## src/rtl/idr_pkg.sv

```systemverilog
package idr_pkg;
   typedef enum logic [1:0] {
      PH_IDLE,
      PH_ARGS,
      PH_SHIFT,
      PH_DONE
   } idr_phase_e;

   typedef enum logic [1:0] {
      MD_NONE,
      MD_JEDEC,
      MD_SIG,
      MD_PAIR
   } idr_mode_e;
endpackage

```

## src/rtl/idr_cmd_track.sv

```systemverilog
module idr_cmd_track
   import idr_pkg::*;
#(
   parameter logic [7:0] OP_JEDEC   = 8'h9F,
   parameter logic [7:0] OP_SIG     = 8'hAB,
   parameter logic [7:0] OP_PAIR    = 8'h90,
   parameter int         SIG_DUMMY  = 3,
   parameter int         PAIR_DUMMY = 2
) (
   input  logic       clk,
   input  logic       rst_n,
   input  logic       cs_n,
   input  logic       cmd_valid,
   input  logic [7:0] cmd_op,
   input  logic       rx_valid,
   input  logic [7:0] rx_byte,
   input  logic       busy,
   input  logic       deep_pd,
   input  logic       byte_done,
   input  logic       last_byte,
   output idr_phase_e phase,
   output idr_mode_e  mode,
   output logic       dev_first
);
   localparam int ARG_MAX = (SIG_DUMMY > PAIR_DUMMY + 1) ? SIG_DUMMY : PAIR_DUMMY + 1;
   localparam int CNT_W   = (ARG_MAX > 1) ? $clog2(ARG_MAX) : 1;
   localparam logic [CNT_W-1:0] SIG_LAST  = CNT_W'(SIG_DUMMY - 1);
   localparam logic [CNT_W-1:0] PAIR_LAST = CNT_W'(PAIR_DUMMY);

   logic [CNT_W-1:0] arg_cnt;
   logic [CNT_W-1:0] arg_last;
   idr_mode_e        req_mode;
   logic             unused_addr_hi;

   assign unused_addr_hi = ^rx_byte[7:1];
   assign arg_last       = (mode == MD_SIG) ? SIG_LAST : PAIR_LAST;

   always_comb begin
      req_mode = MD_NONE;
      if (cmd_valid && !cs_n && !busy && phase == PH_IDLE) begin
         if (cmd_op == OP_JEDEC && !deep_pd) req_mode = MD_JEDEC;
         else if (cmd_op == OP_SIG)          req_mode = MD_SIG;
         else if (cmd_op == OP_PAIR)         req_mode = MD_PAIR;
      end
   end

   always_ff @(posedge clk) begin
      if (!rst_n) begin
         phase     <= PH_IDLE;
         mode      <= MD_NONE;
         arg_cnt   <= '0;
         dev_first <= 1'b0;
      end else if (cs_n) begin
         phase   <= PH_IDLE;
         mode    <= MD_NONE;
         arg_cnt <= '0;
      end else begin
         case (phase)
            PH_IDLE: begin
               if (req_mode != MD_NONE) begin
                  mode    <= req_mode;
                  arg_cnt <= '0;
                  phase   <= (req_mode == MD_JEDEC) ? PH_SHIFT : PH_ARGS;
               end
            end
            PH_ARGS: begin
               if (rx_valid) begin
                  if (arg_cnt == arg_last) begin
                     phase <= PH_SHIFT;
                     if (mode == MD_PAIR) dev_first <= rx_byte[0];
                  end else begin
                     arg_cnt <= arg_cnt + CNT_W'(1);
                  end
               end
            end
            PH_SHIFT: begin
               if (byte_done && mode == MD_JEDEC && last_byte) phase <= PH_DONE;
            end
            default: phase <= phase;
         endcase
      end
   end

   AST_CS_ENDS_REPLY: assert property (@(posedge clk) disable iff (!rst_n)
      cs_n |=> phase == PH_IDLE);
   AST_BUSY_BLOCKS: assert property (@(posedge clk) disable iff (!rst_n)
      (phase == PH_IDLE && busy) |=> phase == PH_IDLE);
   AST_PD_BLOCKS_JEDEC: assert property (@(posedge clk) disable iff (!rst_n)
      (phase == PH_IDLE && deep_pd && cmd_op == OP_JEDEC) |=> phase == PH_IDLE);
   AST_UNKNOWN_OP: assert property (@(posedge clk) disable iff (!rst_n)
      (phase == PH_IDLE && cmd_op != OP_JEDEC && cmd_op != OP_SIG && cmd_op != OP_PAIR)
      |=> phase == PH_IDLE);
endmodule

```

## src/rtl/idr_bit_shift.sv

```systemverilog
module idr_bit_shift #(
   parameter int BYTE_W = 8
) (
   input  logic              clk,
   input  logic              rst_n,
   input  logic              active,
   input  logic              shift_stb,
   output logic [$clog2(BYTE_W)-1:0] bit_idx,
   output logic              byte_done
);
   localparam int IDX_W = $clog2(BYTE_W);
   localparam logic [IDX_W-1:0] IDX_TOP = IDX_W'(BYTE_W - 1);

   assign byte_done = active && shift_stb && (bit_idx == '0);

   always_ff @(posedge clk) begin
      if (!rst_n || !active) begin
         bit_idx <= IDX_TOP;
      end else if (shift_stb) begin
         bit_idx <= (bit_idx == '0) ? IDX_TOP : bit_idx - IDX_W'(1);
      end
   end

   AST_IDX_STEPS_ON_STROBE: assert property (@(posedge clk) disable iff (!rst_n)
      (active && !shift_stb) |=> (!active || $stable(bit_idx)));
endmodule

```

## src/rtl/idr_byte_sel.sv

```systemverilog
module idr_byte_sel
   import idr_pkg::*;
#(
   parameter int                      JEDEC_LEN = 3,
   parameter logic [8*JEDEC_LEN-1:0]  JEDEC_ID  = 24'hC22015,
   parameter logic [7:0]              MFR_ID    = 8'hC2,
   parameter logic [7:0]              DEV_ID    = 8'h14
) (
   input  logic       clk,
   input  logic       rst_n,
   input  logic       active,
   input  logic       byte_done,
   input  idr_mode_e  mode,
   input  logic       dev_first,
   output logic [7:0] cur_byte,
   output logic       last_byte,
   output logic       seen
);
   localparam int CNT_W = (JEDEC_LEN > 1) ? $clog2(JEDEC_LEN) : 1;
   localparam logic [CNT_W-1:0] CNT_LAST = CNT_W'(JEDEC_LEN - 1);

   logic [7:0]       jed_tab [JEDEC_LEN];
   logic [CNT_W-1:0] byte_cnt;
   logic             alt;

   for (genvar g = 0; g < JEDEC_LEN; g++) begin : g_jed
      assign jed_tab[g] = JEDEC_ID[8*(JEDEC_LEN-1-g) +: 8];
   end

   assign last_byte = (byte_cnt == CNT_LAST);

   always_ff @(posedge clk) begin
      if (!rst_n || !active) begin
         byte_cnt <= '0;
         alt      <= 1'b0;
         seen     <= 1'b0;
      end else if (byte_done) begin
         byte_cnt <= last_byte ? byte_cnt : byte_cnt + CNT_W'(1);
         alt      <= ~alt;
         seen     <= 1'b1;
      end
   end

   always_comb begin
      case (mode)
         MD_JEDEC: cur_byte = jed_tab[byte_cnt];
         MD_SIG:   cur_byte = DEV_ID;
         MD_PAIR:  cur_byte = (alt ^ dev_first) ? DEV_ID : MFR_ID;
         default:  cur_byte = 8'h00;
      endcase
   end

   AST_PAIR_ALTERNATES: assert property (@(posedge clk) disable iff (!rst_n)
      (byte_done && mode == MD_PAIR) |=> (!active || cur_byte != $past(cur_byte)));
   AST_SIG_REPEATS: assert property (@(posedge clk) disable iff (!rst_n)
      (active && mode == MD_SIG) |-> cur_byte == DEV_ID);
endmodule

```

## src/rtl/idr_id_readout.sv

```systemverilog
module idr_id_readout
   import idr_pkg::*;
#(
   parameter logic [7:0]             OP_JEDEC   = 8'h9F,
   parameter logic [7:0]             OP_SIG     = 8'hAB,
   parameter logic [7:0]             OP_PAIR    = 8'h90,
   parameter int                     SIG_DUMMY  = 3,
   parameter int                     PAIR_DUMMY = 2,
   parameter int                     JEDEC_LEN  = 3,
   parameter logic [8*JEDEC_LEN-1:0] JEDEC_ID   = 24'hC22015,
   parameter logic [7:0]             MFR_ID     = 8'hC2,
   parameter logic [7:0]             DEV_ID     = 8'h14
) (
   input  logic       clk,
   input  logic       rst_n,
   input  logic       cs_n,
   input  logic       cmd_valid,
   input  logic [7:0] cmd_op,
   input  logic       rx_valid,
   input  logic [7:0] rx_byte,
   input  logic       busy,
   input  logic       deep_pd,
   input  logic       shift_stb,
   output logic       so_bit,
   output logic       so_oe,
   output logic       wake_req
);
   localparam int BYTE_W = 8;
   localparam int IDX_W  = $clog2(BYTE_W);

   if (SIG_DUMMY < 1) begin : g_chk_sig
      $fatal(1, "SIG_DUMMY must be at least 1");
   end
   if (PAIR_DUMMY < 0) begin : g_chk_pair
      $fatal(1, "PAIR_DUMMY must not be negative");
   end
   if (JEDEC_LEN < 1) begin : g_chk_len
      $fatal(1, "JEDEC_LEN must be at least 1");
   end
   if (MFR_ID == DEV_ID) begin : g_chk_ids
      $fatal(1, "MFR_ID and DEV_ID must differ for alternation to be visible");
   end

   idr_phase_e       phase;
   idr_mode_e        mode;
   logic             dev_first;
   logic             active;
   logic [IDX_W-1:0] bit_idx;
   logic             byte_done;
   logic [7:0]       cur_byte;
   logic             last_byte;
   logic             seen;

   assign active = (phase == PH_SHIFT) && !cs_n;
   assign so_oe  = active;
   assign so_bit = active && cur_byte[bit_idx];

   idr_cmd_track #(
      .OP_JEDEC  (OP_JEDEC),
      .OP_SIG    (OP_SIG),
      .OP_PAIR   (OP_PAIR),
      .SIG_DUMMY (SIG_DUMMY),
      .PAIR_DUMMY(PAIR_DUMMY)
   ) u_track (
      .clk      (clk),
      .rst_n    (rst_n),
      .cs_n     (cs_n),
      .cmd_valid(cmd_valid),
      .cmd_op   (cmd_op),
      .rx_valid (rx_valid),
      .rx_byte  (rx_byte),
      .busy     (busy),
      .deep_pd  (deep_pd),
      .byte_done(byte_done),
      .last_byte(last_byte),
      .phase    (phase),
      .mode     (mode),
      .dev_first(dev_first)
   );

   idr_bit_shift #(
      .BYTE_W(BYTE_W)
   ) u_shift (
      .clk      (clk),
      .rst_n    (rst_n),
      .active   (active),
      .shift_stb(shift_stb),
      .bit_idx  (bit_idx),
      .byte_done(byte_done)
   );

   idr_byte_sel #(
      .JEDEC_LEN(JEDEC_LEN),
      .JEDEC_ID (JEDEC_ID),
      .MFR_ID   (MFR_ID),
      .DEV_ID   (DEV_ID)
   ) u_sel (
      .clk      (clk),
      .rst_n    (rst_n),
      .active   (active),
      .byte_done(byte_done),
      .mode     (mode),
      .dev_first(dev_first),
      .cur_byte (cur_byte),
      .last_byte(last_byte),
      .seen     (seen)
   );

   always_ff @(posedge clk) begin
      if (!rst_n) wake_req <= 1'b0;
      else        wake_req <= cs_n && phase == PH_SHIFT && mode == MD_SIG && seen;
   end

   AST_BIT_HOLDS: assert property (@(posedge clk) disable iff (!rst_n)
      (active && $past(active) && !$past(shift_stb)) |-> $stable(so_bit));
   AST_WAKE_AFTER_CS: assert property (@(posedge clk) disable iff (!rst_n)
      wake_req |-> $past(cs_n));
   AST_WAKE_SINGLE: assert property (@(posedge clk) disable iff (!rst_n)
      wake_req |=> !wake_req);
   AST_QUIET_IN_ARGS: assert property (@(posedge clk) disable iff (!rst_n)
      (phase == PH_ARGS) |-> !so_oe);
endmodule

```

## config.mk

```make
export PLATFORM = sky130hd
export DESIGN_NAME = idr_id_readout
export DESIGN_NICKNAME = d
export VERILOG_FILES = /design/src/rtl/idr_pkg.sv /design/src/rtl/idr_cmd_track.sv /design/src/rtl/idr_bit_shift.sv /design/src/rtl/idr_byte_sel.sv /design/src/rtl/idr_id_readout.sv
export SDC_FILE = /design/constraint.sdc
export NUM_CORES = 1
export LEC_CHECK = 0
export ABC_AREA = 1
export BUFFER_PORTS_ARGS = -buffer_cell sky130_fd_sc_hd__buf_2
export CORE_MARGIN = 2
export CORE_UTILIZATION = 45
export CTS_BUF_LIST = sky130_fd_sc_hd__clkbuf_2 sky130_fd_sc_hd__clkbuf_4 sky130_fd_sc_hd__clkbuf_8
export DETAILED_ROUTE_END_ITERATION = 10
export GPL_TIMING_DRIVEN = 0
export PLACE_DENSITY_LB_ADDON = 0.15
export SYNTH_ARGS = -nofsm -noshare
export SYNTH_HDL_FRONTEND = slang
export SYNTH_HIERARCHICAL = 1
export SYNTH_SLANG_ARGS = --single-unit
```

## constraint.sdc

```tcl
create_clock -name clk -period 4 [get_ports clk]
set_input_delay 0.2 -clock clk [delete_from_list [all_inputs] [get_ports clk]]
set_output_delay 0.2 -clock clk [all_outputs]
set_load 0.01 [all_outputs]
```

# Word level (Yosys, flattened, before mapping)

Cells that the tools add are included.

Bits of input ports: 24
Word-level logic and storage cells: 88
Register bits: 15

Add/subtract/negate cells: 3
Reductions and logical operators: 30
Bitwise logic cells: 6
Equality and inequality tests: 16
Muxes and demuxes: 22
Magnitude comparators: 2

Operators by type and width:

| operator            | count |
|---|---|
| $eq 8x8->1 const B  | 3 |
| $mux 2              | 12 |
| $mux 8              | 3 |
| $pmux 8 s3          | 1 |
| $bmux 8 s2          | 1 |
| $logic_and 1x1->1   | 13 |
| $eq 2x2->1 const B  | 5 |
| $reduce_and 5->1    | 2 |
| $eq 2x1->1 const B  | 3 |
| $ne 2x2->1 const B  | 3 |
| $pmux 2 s3          | 1 |
| $logic_not 1->1     | 5 |
| $add 2x1->2 const B | 2 |
| $lt 3x4->1 const B  | 1 |
| $ne 2x1->1 const B  | 2 |
| $not 1->1           | 4 |
| $pmux 2 s2          | 1 |
| $reduce_and 2->1    | 2 |
| $reduce_and 4->1    | 1 |
| $reduce_bool 2->1   | 2 |
| $bmux 1 s3          | 1 |
| $ge 3x3->1 const B  | 1 |
| $logic_not 3->1     | 1 |
| $mux 3              | 1 |
| 8 further kinds     | 8 |

# Depth between registers and ports, before layout

Gate-level depths: netlist of run 1.

Depth after elaboration: 9
Mapped depth: 13
Depth with buffers taken out: 12

# Modules after synthesis

The synthesis of run 1 kept the hierarchy.

Modules (own cells, without submodules):

| module         | times used | area each (µm²) | seq. area each (µm²) | cells an instance |
|---|---|---|---|---|
| idr_cmd_track  | 1          | 606.8           | 140.1                | 101 |
| idr_byte_sel   | 1          | 309.0           | 80.1                 | 51 |
| idr_id_readout | 1          | 176.4           | 20.0                 | 34 |
| idr_bit_shift  | 1          | 157.7           | 60.1                 | 21 |

# Least setup slack after synthesis of run 1

OpenSTA, ideal clock, no wires.

Kind: flip-flop to flip-flop
Start point: register u_shift.bit_idx[0]
End point: register u_track.phase[0]
Slack: 2381 ps
Setup time: 117 ps
Data required time: 3883 ps
Period minus slack after synthesis: 1619 ps
Buffers on the path: 0
Arrival time: 1503 ps
Stages on the path, launching flop included: 12
Cell sequence: dfxtp_1 inv_1 ha_1 ha_1 and3_2 nand4_1 nand2_1 nand2_1 nor2_1 nand3_2 nor3_1 nor2_1

Longest elaborated chain between the ends: 6

Ends and longest elaborated chain:

| what                              | RTL line             | RTL |
|---|---|---|
| start: declaration                | idr_bit_shift.sv:8   | `output logic [$clog2(BYTE_W)-1:0] bit_idx,` |
| start signal: assignment          | idr_bit_shift.sv:20  | `bit_idx <= (bit_idx == '0) ? IDX_TOP : bit_idx - IDX_W'(1);` |
| $logic_not 3->1                   | idr_bit_shift.sv:14  | `assign byte_done = active && shift_stb && (bit_idx == '0);` |
| $logic_and 1x1->1                 | idr_bit_shift.sv:14  |  |
| net byte_done                     | idr_id_readout.sv:49 | `logic byte_done;` |
| $logic_and 1x1->1 (2 in a row)    | idr_cmd_track.sv:77  | `if (byte_done && mode == MD_JEDEC && last_byte) phase <= PH_DONE;` |
| $ne 2x1->1 (no source line)       | n/a                  |  |
| $reduce_and 5->1 (no source line) | n/a                  |  |
| end signal: assignment            | idr_cmd_track.sv:63  | `phase <= (req_mode == MD_JEDEC) ? PH_SHIFT : PH_ARGS;` |
| end signal: assignment            | idr_cmd_track.sv:79  | `default: phase <= phase;` |
| end: declaration                  | idr_cmd_track.sv:21  | `output idr_phase_e phase,` |

The timed path passes the listed nets, and every way through them passes these cells.
A chain may end at the register's enable or synchronous reset.

# Worst setup path in the final report of run 1

Start point: register u_sel.byte_cnt[0]
End point: output so_bit

Longest elaborated chain between the ends: 8

Ends and longest elaborated chain:

| what                                      | RTL line             | RTL |
|---|---|---|
| start: declaration                        | idr_byte_sel.sv:23   | `logic [CNT_W-1:0] byte_cnt;` |
| start signal: assignment                  | idr_byte_sel.sv:38   | `byte_cnt <= last_byte ? byte_cnt : byte_cnt + CNT_W'(1);` |
| $not 2->3 (implied by the code)           | idr_byte_sel.sv:46   | `MD_JEDEC: cur_byte = jed_tab[byte_cnt];` |
| $bmux 8 s2                                | idr_byte_sel.sv:46   |  |
| $mux 8 (implied by the code) (2 in a row) | idr_byte_sel.sv:46   |  |
| $pmux 8 s3                                | idr_byte_sel.sv:45   | `case (mode)` |
| net cur_byte[2]                           | idr_id_readout.sv:50 | `logic [7:0] cur_byte;` |
| $bmux 1 s3                                | idr_id_readout.sv:56 | `assign so_bit = active && cur_byte[bit_idx];` |
| $mux 1 (implied by the code)              | idr_id_readout.sv:56 |  |
| $logic_and 1x1->1                         | idr_id_readout.sv:56 |  |
| end: declaration                          | idr_id_readout.sv:24 | `output logic so_bit,` |

The timed path passes the listed nets, and every way through them passes these cells. The select of a mux whose other input is x is not followed.

==> results of run 1 <==
cells in the final DEF, fill, tap and decap left out, types with 6 or more instances in the layout:
master and instances:
a21oi_1 10, dfxtp_1 15, ha_1 10, buf_2 19, nand2_1 59, inv_1 43
nor2_1 22, inv_2 6, nand3_1 10
synth_stat cells:
master | n | area, µm²
and3_2 | 1 | 7.51
nand2_1 | 59 | 221
or2_2 | 1 | 6.26
nor2_4 | 1 | 11.3
conb_1 | 1 | 3.75
nand3_1 | 10 | 50.1
nor3_1 | 1 | 5.00
clkinv_1 | 3 | 11.3
inv_1 | 43 | 161
nand4_1 | 4 | 25.0
o21ai_0 | 4 | 20.0
buf_4 | 4 | 30.0
nor4_1 | 1 | 6.26
nand2_2 | 3 | 18.8
nor2_2 | 1 | 6.26
nor2_1 | 22 | 82.6
nor2_8 | 1 | 20.0
nor4_2 | 1 | 12.5
inv_2 | 6 | 22.5
or2_0 | 1 | 6.26
nor3_4 | 1 | 16.3
dfxtp_1 | 15 | 300
nand3_2 | 3 | 30.0
a21oi_1 | 10 | 50.1
ha_1 | 10 | 125
cell families (layout without fill, tap and decap cells):
group           count (synthesis)  after routing  synth area share [%]
compound gates                 14             14                  5.61
fa+ha+maj                      10             10                  10.0
buf+inv                        56             79                  18.0
flops                          15             15                  24.0
other cells                     1              1                 0.300
simple gates                  111            111                  42.0
registers in the layout (all words and copies together) (netlist names):
name,cells
u_shift/bit_idx,3
u_sel/byte_cnt,2
u_track/arg_cnt,2
u_track/mode,2
u_track/phase,2
u_sel/alt,1
u_sel/seen,1
u_track/dev_first,1
wake_req,1
power by group through the flow:
stage          Sequential [µW]  Clock [µW]  Combinational [µW]
2_1_floorplan              153           0                11.9
3_3_place_gp               153           0                25.2
3_5_place_dp               153           0                25.2
4_1_cts                    149        97.0                25.3
5_1_grt                    149         105                29.6
6_report                   149        93.8                25.1
worst max-delay path, cell delays in order (launching register included):
cell and delay (ns):
dfxtp_1 0.40, inv_1 0.08, ha_1 0.27, nand2_1 0.08, nand2_1 0.05, nand2_1 0.06
inv_1 0.05, buf_4 0.13, inv_2 0.03, nand2_1 0.04, nand3_1 0.06, nand3_1 0.06
nand2_1 0.06, nor2_1 0.04, buf_2 0.13
worst max-delay path by stage:
stage          cells after the start                from  slack, ns                to
2_1_floorplan                     11  u_shift/bit_idx[0]       2.38  u_track/phase[0]
3_3_place_gp                      11  u_shift/bit_idx[0]       2.13  u_track/phase[0]
3_5_place_dp                      11  u_shift/bit_idx[0]       2.16  u_track/phase[0]
4_1_cts                           14   u_sel/byte_cnt[0]       1.92            so_bit
5_1_grt                           14   u_sel/byte_cnt[0]       1.77            so_bit
6_report                          14   u_sel/byte_cnt[0]       1.96            so_bit
stage by stage:
stage	instances	total power [µW]	util [%]	setup slack, ns
final	261	268	52.6	1.96
after global routing	261	284	52.6	1.77
after CTS	261	272	52.6	1.92
after detailed placement	257	178	51.5	2.16
after global placement	257	178	51.5	2.13
after floorplan	207	165	-	2.38
layer usage:
metal	GRT usage (%)	wire, µm	vias to the layer above
li1	-	-	662
met1	22.2	1240	464
met2	24.8	864	16
met3	4.38	92	2
met4	3.06	8	0
met5	0	0	-
final cells by class:
type,instances,area (µm²),share of cell area [%]
plain buffers,4,30.0,2.12
repair buffers,19,95.1,6.73
clock buffers,3,22.5,1.59
inverters,52,195,13.8
multi-input cells,136,724,51.2
well taps,31,38.8,2.74
flip-flops and latches,15,300,21.2
clock inverters,1,7.51,0.531
==> summary.log, run 1 <==
[outcome] run status completed
[clocking] Num CTS Buffers 3
[pwr] maximum resistive drop on vdd 0.000200 V
[die] count of standard-cell rows 19
[synth] mean instance size in the synthesized netlist 6.04 µm²
[synth] area of the mapped netlist 0.00125 mm²
[timing] count of endpoints failing hold in the final timing report 0
[die] die width 56.7 µm
[synth] sequential element share of the synthesized area 24.0%
[clocking] clk buf depth 2
[timing] max frequency 0.491 GHz
[drt] detailed-route vias per instance 4.38
[global_routing] number of global-route vias before repair 1037
[drt] DRT iter0 DRCs 23
[global_routing] total grt overflow 0
[critical_path] critical path peak fanout 4
[final_layout] # nets final 265
[timing] total negative slack 0 ns
[critical_path] required time worst endpoint 3.80 ns
[clocking] post-CTS resize count 0
[clocking] CTS HTree Levels 1
[hold_path] hold-critical path depth 3
[clocking] worst-skew pair later-pin latency 0.30 ns
[pwr] NetSw 70.2 µW
[pwr] internal portion of total power 198 µW
[clocking] Clock Tree Root clkbuf_4
[place] cell area reported after detailed placement 0.00138 mm²
[drt] first-pass detailed-route iteration total 4
[pwr] part of the total power dissipated in combinational logic 9.4%
[clocking] clock edge transition at the registers on the reported setup and hold paths 0.11 ns
[pwr] switching power share of the total 26.2%
[global_routing] number of antenna violations at the first check in global routing 0
[critical_path] CP Launch Type flop
[timing] count of endpoints failing setup in the final report 0
[final_layout] share of final-layout standard cells stronger than drive strength 1 20.0%
[critical_path] reg-to-reg slack, setup 2.14 ns
[timing] final period utilization 51.0%
[hold_path] type of the worst min-delay path primary input to flop
[place] routability-driven placement congestion ratio 0.755
[global_routing] global-route wire length before repair 4180 µm
[pwr] leakage power figure 0.000738 µW
[clocking] number of buffers added to fix hold violations after cts 0
[critical_path] Worst R2R Path Depth 11
[die] die outline height 56.7 µm
[hold_path] hold worst-path end u_track/dev_first
[synth] cell count after synthesis 207
[pwr] power density over the cells 190 mW/mm²
[synth] count of synthesis-stage warnings from yosys 6
[drt] DRT antenna net count 0
[final_layout] design area 0.00141 mm²
[place] half-perimeter wire length after placement 1820 µm
[critical_path] worst flop-to-flop path endpoint u_track/phase[0]
[pwr] sequential fraction of design power 55.7%
[final_layout] Layout fillers 306
[timing] hold_ws 0.127 ns
[critical_path] R2R Path Start u_shift/bit_idx[0]
[critical_path] startpoint-to-endpoint class of the critical path flop to output port
[place] Buffers on Ports 19
[clocking] total number of clock tree sinks 15
[die] number of top-level pins 27
[timing] final period demand of the worst path 2.04 ns
[global_routing] Tot GR Track Use 16.0%
[global_routing] pin count of the biggest net entering global routing 11
[synth] FF+latch count, synth 15
[drt] final wirelength 2200 µm
[clocking] TritonCTS clock tree done
[hold_path] Hold Startpoint rx_byte[0]
[drt] average detailed-routed wire length per instance 8.43 µm
[drt] routed via count 1144
[die] initial cell density of the core 46.5%
[synth] syn nets 241
[final_layout] antenna diode instance count 0
[pwr] part of the total power dissipated in the clock network 35.0%
[job] reported max-cap violation count 0
[die] Core ar. 0.00269 mm²
[timing] Setup Skew 0.0159 ns
[critical_path] critical path endpoint category output port
[critical_path] data arrival at the endpoint of the critical path 1.84 ns
[final_layout] area growth from synthesis to final layout 13.1%
[synth] post-synth cell types 25
[clocking] number of buffers inserted to repair setup after CTS 0
[timing] setup repair after global routing missed its margin false
[die] area enclosed by the die boundary 0.00322 mm²
[drt] Residual DRC 0
[timing] count of final max-slew check failures 0
Note: power is estimated with default switching activity, not from simulation.
==> inputs of run 2 (changes only) <==
==> constraint.sdc (replaced) <==
create_clock -name clk -period 1.89 [get_ports clk]
set_input_delay 0.0945 -clock clk [delete_from_list [all_inputs] [get_ports clk]]
set_output_delay 0.0945 -clock clk [all_outputs]
set_load 0.01 [all_outputs]
==> summary.log, run 2 (synthesis results as in run 1) <==
[outcome] run status completed
[drt] routed via count 1154 [+0.87%]
[drt] average detailed-routed wire length per instance 8.76 µm [+3.8%]
[critical_path] startpoint-to-endpoint class of the critical path flop to output port
[pwr] leakage power figure 0.000748 µW [+1.3%]
[place] half-perimeter wire length after placement 1820 µm [unchanged]
[timing] hold_ws 0.0268 ns [-0.100 ns]
[drt] first-pass detailed-route iteration total 4 [unchanged]
[critical_path] buffers and inverters on the worst path 4 [-1]
[timing] max frequency 0.568 GHz
[drt] top layer in use met4
[drt] DRT iter0 DRCs 24 [+4.3%]
[critical_path] CP Launch Type flop
[global_routing] pin count of the biggest net entering global routing 11 [unchanged]
[final_layout] Layout fillers 304 [-0.65%]
[clocking] clock edge transition at the registers on the reported setup and hold paths 0.11 ns [about the same]
[pwr] maximum resistive drop on vdd 0.000412 V [+110%]
[timing] Setup Skew 0.0125 ns [-0.00334 ns]
[critical_path] Crit path max-delay family simple AND/OR/NAND/NOR gates
[critical_path] R2R Path Start u_shift/bit_idx[0]
[drt] WL met2 962 µm [+11%]
[drt] DRT antenna net count 0 [unchanged]
[place] post-placement setup slack 0.0474 ns [-2.11 ns]
[final_layout] max FFs per register 3 [unchanged]
[drt] Residual DRC 0 [unchanged]
[hold_path] Hold Startpoint rx_byte[0]
[critical_path] CP max stage cell dfxtp_4
[clocking] clk buf depth 2 [unchanged]
[critical_path] CP Launch Point u_sel/byte_cnt[0]
[timing] count of endpoints failing hold in the final timing report 0 [unchanged]
[clocking] Num CTS Buffers 3 [unchanged]
[global_routing] global-route wire length before repair 4170 µm [-0.33%]
[clocking] CTS HTree Levels 1 [unchanged]
[die] number of top-level pins 27 [unchanged]
[final_layout] most frequent cells in the layout nand2_1 (58), inv_1 (40), nor2_1 (21)
[final_layout] area growth from synthesis to final layout 17.6%
[global_routing] number of antenna violations at the first check in global routing 0 [unchanged]
[place] routability-driven placement congestion ratio 0.755 [unchanged]
[critical_path] critical path endpoint category output port
[critical_path] cells traversed along the worst timing path inv_4 > ha_2 > nand3_1 > nand2_2 > buf_4 > clkinv_1 > nand2_1 > nand3_1 > nand3_1 > nand2_1 > nor2_1 > buf_2
[timing] count of endpoints failing setup in the final report 0 [unchanged]
[critical_path] cell repeated most along the worst path nand3_1
[drt] detailed-route vias per instance 4.39 [+0.11%]
[final_layout] # nets final 267 [+0.75%]
[global_routing] Tot GR Track Use 15.9% [-0.048 points]
[drt] final wirelength 2300 µm [+4.6%]
[clocking] number of buffers added to fix hold violations after cts 0 [unchanged]
[place] Buffers on Ports 19 [unchanged]
[final_layout] register with the highest flop count u_shift/bit_idx
[timing] Worst Setup Slack, final 0.129 ns [-1.83 ns]
[die] count of standard-cell rows 19 [unchanged]
[final_layout] fraction of the core area covered by cells at the end of the flow 54.7% [+2.1 points]
[final_layout] most common cell after layout, fill and taps aside nand2_1
[hold_path] type of the worst min-delay path primary input to flop
[critical_path] required time worst endpoint 1.80 ns [-2.00 ns]
[timing] final period utilization 93.2%
[global_routing] total grt overflow 0 [unchanged]
[drt] met3 WL 94 µm [+2.2%]
[timing] final period demand of the worst path 1.76 ns
[clocking] Clock Tree Root clkbuf_4
[die] die width 56.7 µm [unchanged]
[clocking] total number of clock tree sinks 15 [unchanged]
[final_layout] share of final-layout standard cells stronger than drive strength 1 26.7% [+6.7 points]
[die] die outline height 56.7 µm [unchanged]
[clocking] TritonCTS clock tree done
[clocking] worst-skew pair later-pin latency 0.29 ns [about the same]
[die] initial cell density of the core 46.5% [unchanged]
[critical_path] data arrival at the endpoint of the critical path 1.67 ns [-0.17 ns]
[pwr] power density over the cells 383 mW/mm² [+100%]
[critical_path] critical path peak fanout 4 [unchanged]
[die] Core ar. 0.00269 mm² [unchanged]
[timing] count of final max-slew check failures 0 [unchanged]
[die] area enclosed by the die boundary 0.00322 mm² [unchanged]
[final_layout] antenna diode instance count 0 [unchanged]
[critical_path] Max stage delay on crit path 0.38 ns [-0.02 ns]
[global_routing] number of global-route vias before repair 1035 [-0.19%]
[job] reported max-cap violation count 0 [unchanged]
[drt] Met1 Routed Length 1230 µm [-0.16%]
-- run 2: cell types whose count changed in the layout (fill, tap and decap cells not counted), moves of 2 or more --
cell / delta
dfxtp_1: -6
dfxtp_2: +5
ha_1: -2
buf_4: +2
inv_2: +2
inv_1: -3
-- run 2: metrics by stage --
| step | TNS, ns | power [µW] | cells | cell area, µm² |
|---|---|---|---|---|
| after floorplan | 0 | 348 | 207 | 1250 |
| after global placement | 0 | 377 | 257 | 1380 |
| after detailed placement | 0 | 377 | 257 | 1380 |
| after CTS | 0 | 575 | 261 | 1430 |
| after global routing | -0.0226 | 599 | 263 | 1470 |
| final | 0 | 563 | 263 | 1470 |
-- run 2: final timing paths --
kind                            end  slack (ns)  depth (start not counted)
hold reg to reg            wake_req        0.47                          2
setup / recovery             so_bit        0.13                         12
hold / removal    u_track/dev_first        0.03                          3
setup reg to reg   u_track/phase[0]        0.17                         11
-- run 2: final cells by class --
type,count,area (µm²),share of cell area [%]
multi-input combinational,136,753,51.2
sequential,15,310,21.1
inverter,52,198,13.4
timing repair buffer,22,118,8.00
tap,31,38.8,2.64
clock buffer,3,22.5,1.53
buffer,3,22.5,1.53
clock inverter,1,7.51,0.511
-- run 2: power by group --
group	switching, µW	total (µW)	leakage, µW	internal, µW
Sequential	0.0693	314	0.000123	314
Clock	115	195	0.0000139	80.5
Combinational	30.6	53.4	0.000611	22.8
Total	145	563	0.000748	418
-- run 2: worst reg2reg max path: cells and delay by family, from the launching register on --
family	cells	cell delay, ns
fa+ha+maj	2	0.32
buf+inv	1	0.08
flops	1	0.37
simple gates	8	0.87
-- run 2: repair_timing --
action | in CTS | in global routing
setup buffers | 0 | 3
resized for setup | 3 | 15
endpoints found under the setup margin | 1 | 3
pin swaps | 0 | 4
-- run 2: per-layer routing --
layer / up-vias / GRT usage [%]
met4: 0 / 3.06
met5: - / 0
met2: 18 / 24.8
met1: 467 / 22.1
li1: 667 / -
met3: 2 / 4.38
==> inputs of run 3 (changes only) <==
--- a/config.mk
+++ b/config.mk
@@ -5,10 +5,10 @@
 export SDC_FILE = /design/constraint.sdc
 export NUM_CORES = 1
 export LEC_CHECK = 0
-export ABC_AREA = 1
+export ABC_AREA = 0
 export BUFFER_PORTS_ARGS = -buffer_cell sky130_fd_sc_hd__buf_2
 export CORE_MARGIN = 2
-export CORE_UTILIZATION = 45
+export CORE_UTILIZATION = 54
 export CTS_BUF_LIST = sky130_fd_sc_hd__clkbuf_2 sky130_fd_sc_hd__clkbuf_4 sky130_fd_sc_hd__clkbuf_8
 export DETAILED_ROUTE_END_ITERATION = 10
 export GPL_TIMING_DRIVEN = 0
==> constraint.sdc (replaced) <==
create_clock -name clk -period 1.89 [get_ports clk]
set_input_delay 0 -clock clk [delete_from_list [all_inputs] [get_ports clk]]
set_output_delay 0 -clock clk [all_outputs]
set_load 0.01 [all_outputs]
==> summary.log, run 3 <==
[drt] met3 WL 135 µm [+44%]
[synth] number of flops mapped to enable cells by yosys 0 [unchanged]
[critical_path] critical path peak fanout 2 [-2]
[synth] post-synthesis cell type with the largest combined area dfxtp_1
[critical_path] worst flop-to-flop path endpoint u_track/phase[0]
[die] Core ar. 0.00192 mm² [-28%]
[final_layout] register with the highest flop count u_shift/bit_idx
[drt] first-pass detailed-route iteration total 6 [+2]
[synth] most frequent cell after synthesis dfxtp_1
[final_layout] share of final-layout standard cells stronger than drive strength 1 34.6% [+7.9 points]
[global_routing] number of global-route vias before repair 897 [-13%]
[outcome] run status finished, violations left
[pwr] leakage power figure 0.000618 µW [-17%]
[clocking] CTS HTree Levels 1 [unchanged]
[global_routing] total grt overflow 0 [unchanged]
[timing] Worst Setup Slack, final -0.227 ns [-0.356 ns]
[synth] mean instance size in the synthesized netlist 8.60 µm² [+42%]
[clocking] total number of clock tree sinks 15 [unchanged]
[clocking] Clock Tree Root clkbuf_4
[final_layout] design area 0.00137 mm² [-6.9%]
[timing] count of final max-slew check failures 0 [unchanged]
[synth] sequential element share of the synthesized area 27.7% [+3.7 points]
[timing] count of endpoints failing setup in the final report 1 [+1]
[synth] most frequent cells after synthesis dfxtp_1 (15), nor2_1 (12), nand2_1 (11)
[clocking] worst-skew pair later-pin latency 0.29 ns [about the same]
[hold_path] type of the worst min-delay path primary input to flop
[critical_path] Crit path max-delay family simple AND/OR/NAND/NOR gates
[critical_path] reg-to-reg slack, setup 0.13 ns [-0.04 ns]
[critical_path] logic depth of the worst setup path including buffers 8 [-4]
[die] die outline height 48.8 µm [-14%]
[drt] routed via count 975 [-16%]
[critical_path] buffers and inverters on the worst path 2 [-2]
[die] die width 48.8 µm [-14%]
[global_routing] number of antenna violations at the first check in global routing 0 [unchanged]
[die] area enclosed by the die boundary 0.00238 mm² [-26%]
[timing] Setup Skew 0.00372 ns [-0.00882 ns]
[drt] top layer in use met4
[drt] DRT antenna net count 0 [unchanged]
[synth] cell count after synthesis 126 [-39%]
[critical_path] cells traversed along the worst timing path xnor2_1 > and3_1 > a31o_1 > buf_4 > mux4_2 > nor2_1 > and4b_1 > buf_2
[final_layout] # nets final 194 [-27%]
[drt] DRT iter0 DRCs 23 [-4.2%]
[final_layout] max FFs per register 3 [unchanged]
[place] Buffers on Ports 19 [unchanged]
[synth] count of synthesis-stage warnings from yosys 6 [unchanged]
[job] reported max-cap violation count 0 [unchanged]
[pwr] power density over the cells 405 mW/mm² [+5.7%]
[pwr] maximum resistive drop on vdd 0.000360 V [-13%]
[global_routing] global-route wire length before repair 3700 µm [-11%]
[critical_path] required time worst endpoint 1.89 ns [+0.09 ns]
[drt] detailed-route vias per instance 5.24 [+19%]
[timing] count of endpoints failing hold in the final timing report 0 [unchanged]
[critical_path] R2R Path Start u_shift/bit_idx[1]
[drt] average detailed-routed wire length per instance 12.9 µm [+47%]
[die] count of standard-cell rows 16 [-3]
[critical_path] CP Launch Type flop
[synth] syn nets 160 [-34%]
[critical_path] Worst R2R Path Depth 8 [-3]
[final_layout] Layout fillers 149 [-51%]
[drt] WL met2 1170 µm [+21%]
[critical_path] startpoint-to-endpoint class of the critical path flop to output port
[die] initial cell density of the core 56.4% [+9.9 points]
[place] cell area reported after detailed placement 0.00122 mm² [-12%]
[final_layout] area growth from synthesis to final layout 26.3%
[synth] Area contributors post-synth dfxtp_1 (28%), ha_1 (12%), mux2i_1 (7.4%)
[drt] Residual DRC 0 [unchanged]
[global_routing] pin count of the biggest net entering global routing 10 [-1]
[clocking] clk buf depth 2 [unchanged]
[die] number of top-level pins 27 [unchanged]
[hold_path] hold-critical path depth 2 [-1]
[clocking] Num CTS Buffers 3 [unchanged]
[synth] share of the synthesized area in the top cell type 27.7% [+3.7 points]
[drt] Met1 Routed Length 1060 µm [-14%]
[synth] FF+latch count, synth 15 [unchanged]
[timing] hold_ws 0.0205 ns [-0.00629 ns]
[outcome] violations in the final reports negative setup slack
[timing] setup repair after global routing missed its margin true
[critical_path] Max stage delay on crit path 0.44 ns [+0.06 ns]
[global_routing] Tot GR Track Use 20.0% [+4.1 points]
[timing] total negative slack -0.227 ns [-0.227 ns]
[hold_path] Hold Startpoint rst_n
[synth] area of the mapped netlist 0.00108 mm² [-13%]
[timing] max frequency 0.472 GHz [-17%]
[final_layout] most frequent cells in the layout buf_2 (19), nor2_1 (12), buf_4 (12)
[final_layout] antenna diode instance count 0 [unchanged]
[critical_path] CP max stage cell mux4_2
[synth] share of flip-flops with an asynchronous set or reset after synthesis 0% [unchanged]
[clocking] clock edge transition at the registers on the reported setup and hold paths 0.09 ns [-0.02 ns]
[hold_path] hold worst-path end u_track/dev_first
[final_layout] most common cell after layout, fill and taps aside buf_2
[critical_path] data arrival at the endpoint of the critical path 2.12 ns [+0.45 ns]
[place] half-perimeter wire length after placement 1700 µm [-6.4%]
[clocking] TritonCTS clock tree done
[place] routability-driven placement congestion ratio 0.783 [+3.8%]
[synth] post-synth cell types 40 [+60%]
[timing] final period utilization 112% [+19 points]
[drt] final wirelength 2400 µm [+4.2%]
[critical_path] critical path endpoint category output port
[timing] final period demand of the worst path 2.12 ns [+0.356 ns]
[synth] most instantiated flip-flop cell in the synthesis netlist dfxtp_1
==> run 3: cell types whose count changed in the layout (fill, tap and decap cells not counted), moves of 4 or more <==
cell	previous run	this run
nand4_1	4	0
mux2i_1	0	8
a21oi_1	10	3
nand3_1	10	5
nand2_2	4	0
nor2_1	21	12
nand2_1	58	11
inv_2	8	0
buf_4	6	12
nand2b_1	0	4
inv_1	40	10
==> run 3: kinds of logic (layout without fill, tap and decap cells) <==
family                   Yosys count  in the layout  share of synthesized area [%]
AO/OA/AOI/OAI                     16             16                           11.8
XOR/XNOR                           3              3                           2.43
flip-flops                        15             15                           27.7
buffers and inverters             15             48                           6.58
AND/OR/NAND/NOR                   57             57                           30.1
adder cells (fa/ha/maj)           10             10                           11.5
multiplexers                       9              9                           9.47
other                              1              1                          0.346
==> run 3: final cells by class <==
cell class / count / area [µm²] / share of cell area, %
Buffer: 5 / 33.8 / 2.47
Clock buffer: 3 / 22.5 / 1.65
Clock inverter: 1 / 5.00 / 0.366
Inverter: 10 / 37.5 / 2.74
Multi-Input combinational cell: 96 / 748 / 54.7
Sequential cell: 15 / 313 / 22.9
Tap cell: 27 / 33.8 / 2.47
Timing Repair Buffer: 29 / 175 / 12.8
==> run 3: repair_timing <==
item                                   in CTS  in global routing
endpoints found under the hold margin       2                  0
setup buffers                               3                  5
pin swaps                                   1                  2
setup endpoints to repair                   3                  3
gates resized for setup                     6                  8
hold buffers                                2                  0
==> run 3: where the power goes <==
group	switching, µW	total [µW]	internal (µW)
clock	111	190	78.9
combinational	24.5	51.2	26.7
sequential	0.0583	313	313
total	136	554	418
==> run 3: worst max-delay path by stage <==
stage,slack (ns),startpoint,endpoint
2_1_floorplan,0.16,u_track/phase[1],u_track/phase[0]
6_report,-0.23,u_sel/alt,so_bit
5_1_grt,-0.34,u_sel/alt,so_bit
3_5_place_dp,-0.02,u_track/phase[1],u_track/phase[0]
4_1_cts,-0.24,u_sel/alt,so_bit
3_3_place_gp,-0.03,u_track/phase[1],u_track/phase[0]
==> run 3: worst reg2reg max path: cells and delay by family (launching register included) <==
| family | cells | cell delay (ns) |
|---|---|---|
| compound gates | 1 | 0.29 |
| buf+inv | 1 | 0.06 |
| simple gates | 3 | 0.48 |
| flops | 1 | 0.36 |
| mux | 1 | 0.15 |
| fa+ha+maj | 2 | 0.31 |
==> run 3: layer usage <==
layer / vias up / GRT usage, %
met1: 443 / 25.0
met4: 0 / 10.0
met2: 30 / 33.1
li1: 498 / -
met5: - / 0
met3: 4 / 3.68
==> run 3: stage by stage <==
stage | util (%) | setup WS [ns] | std cells | total power (µW)
after floorplan | - | 0.156 | 126 | 344
after global placement | 63.3 | -0.0309 | 172 | 368
after detailed placement | 63.3 | -0.0183 | 172 | 370
after CTS | 67.6 | -0.240 | 181 | 565
after global routing | 71.2 | -0.338 | 186 | 583
final | 71.2 | -0.227 | 186 | 554
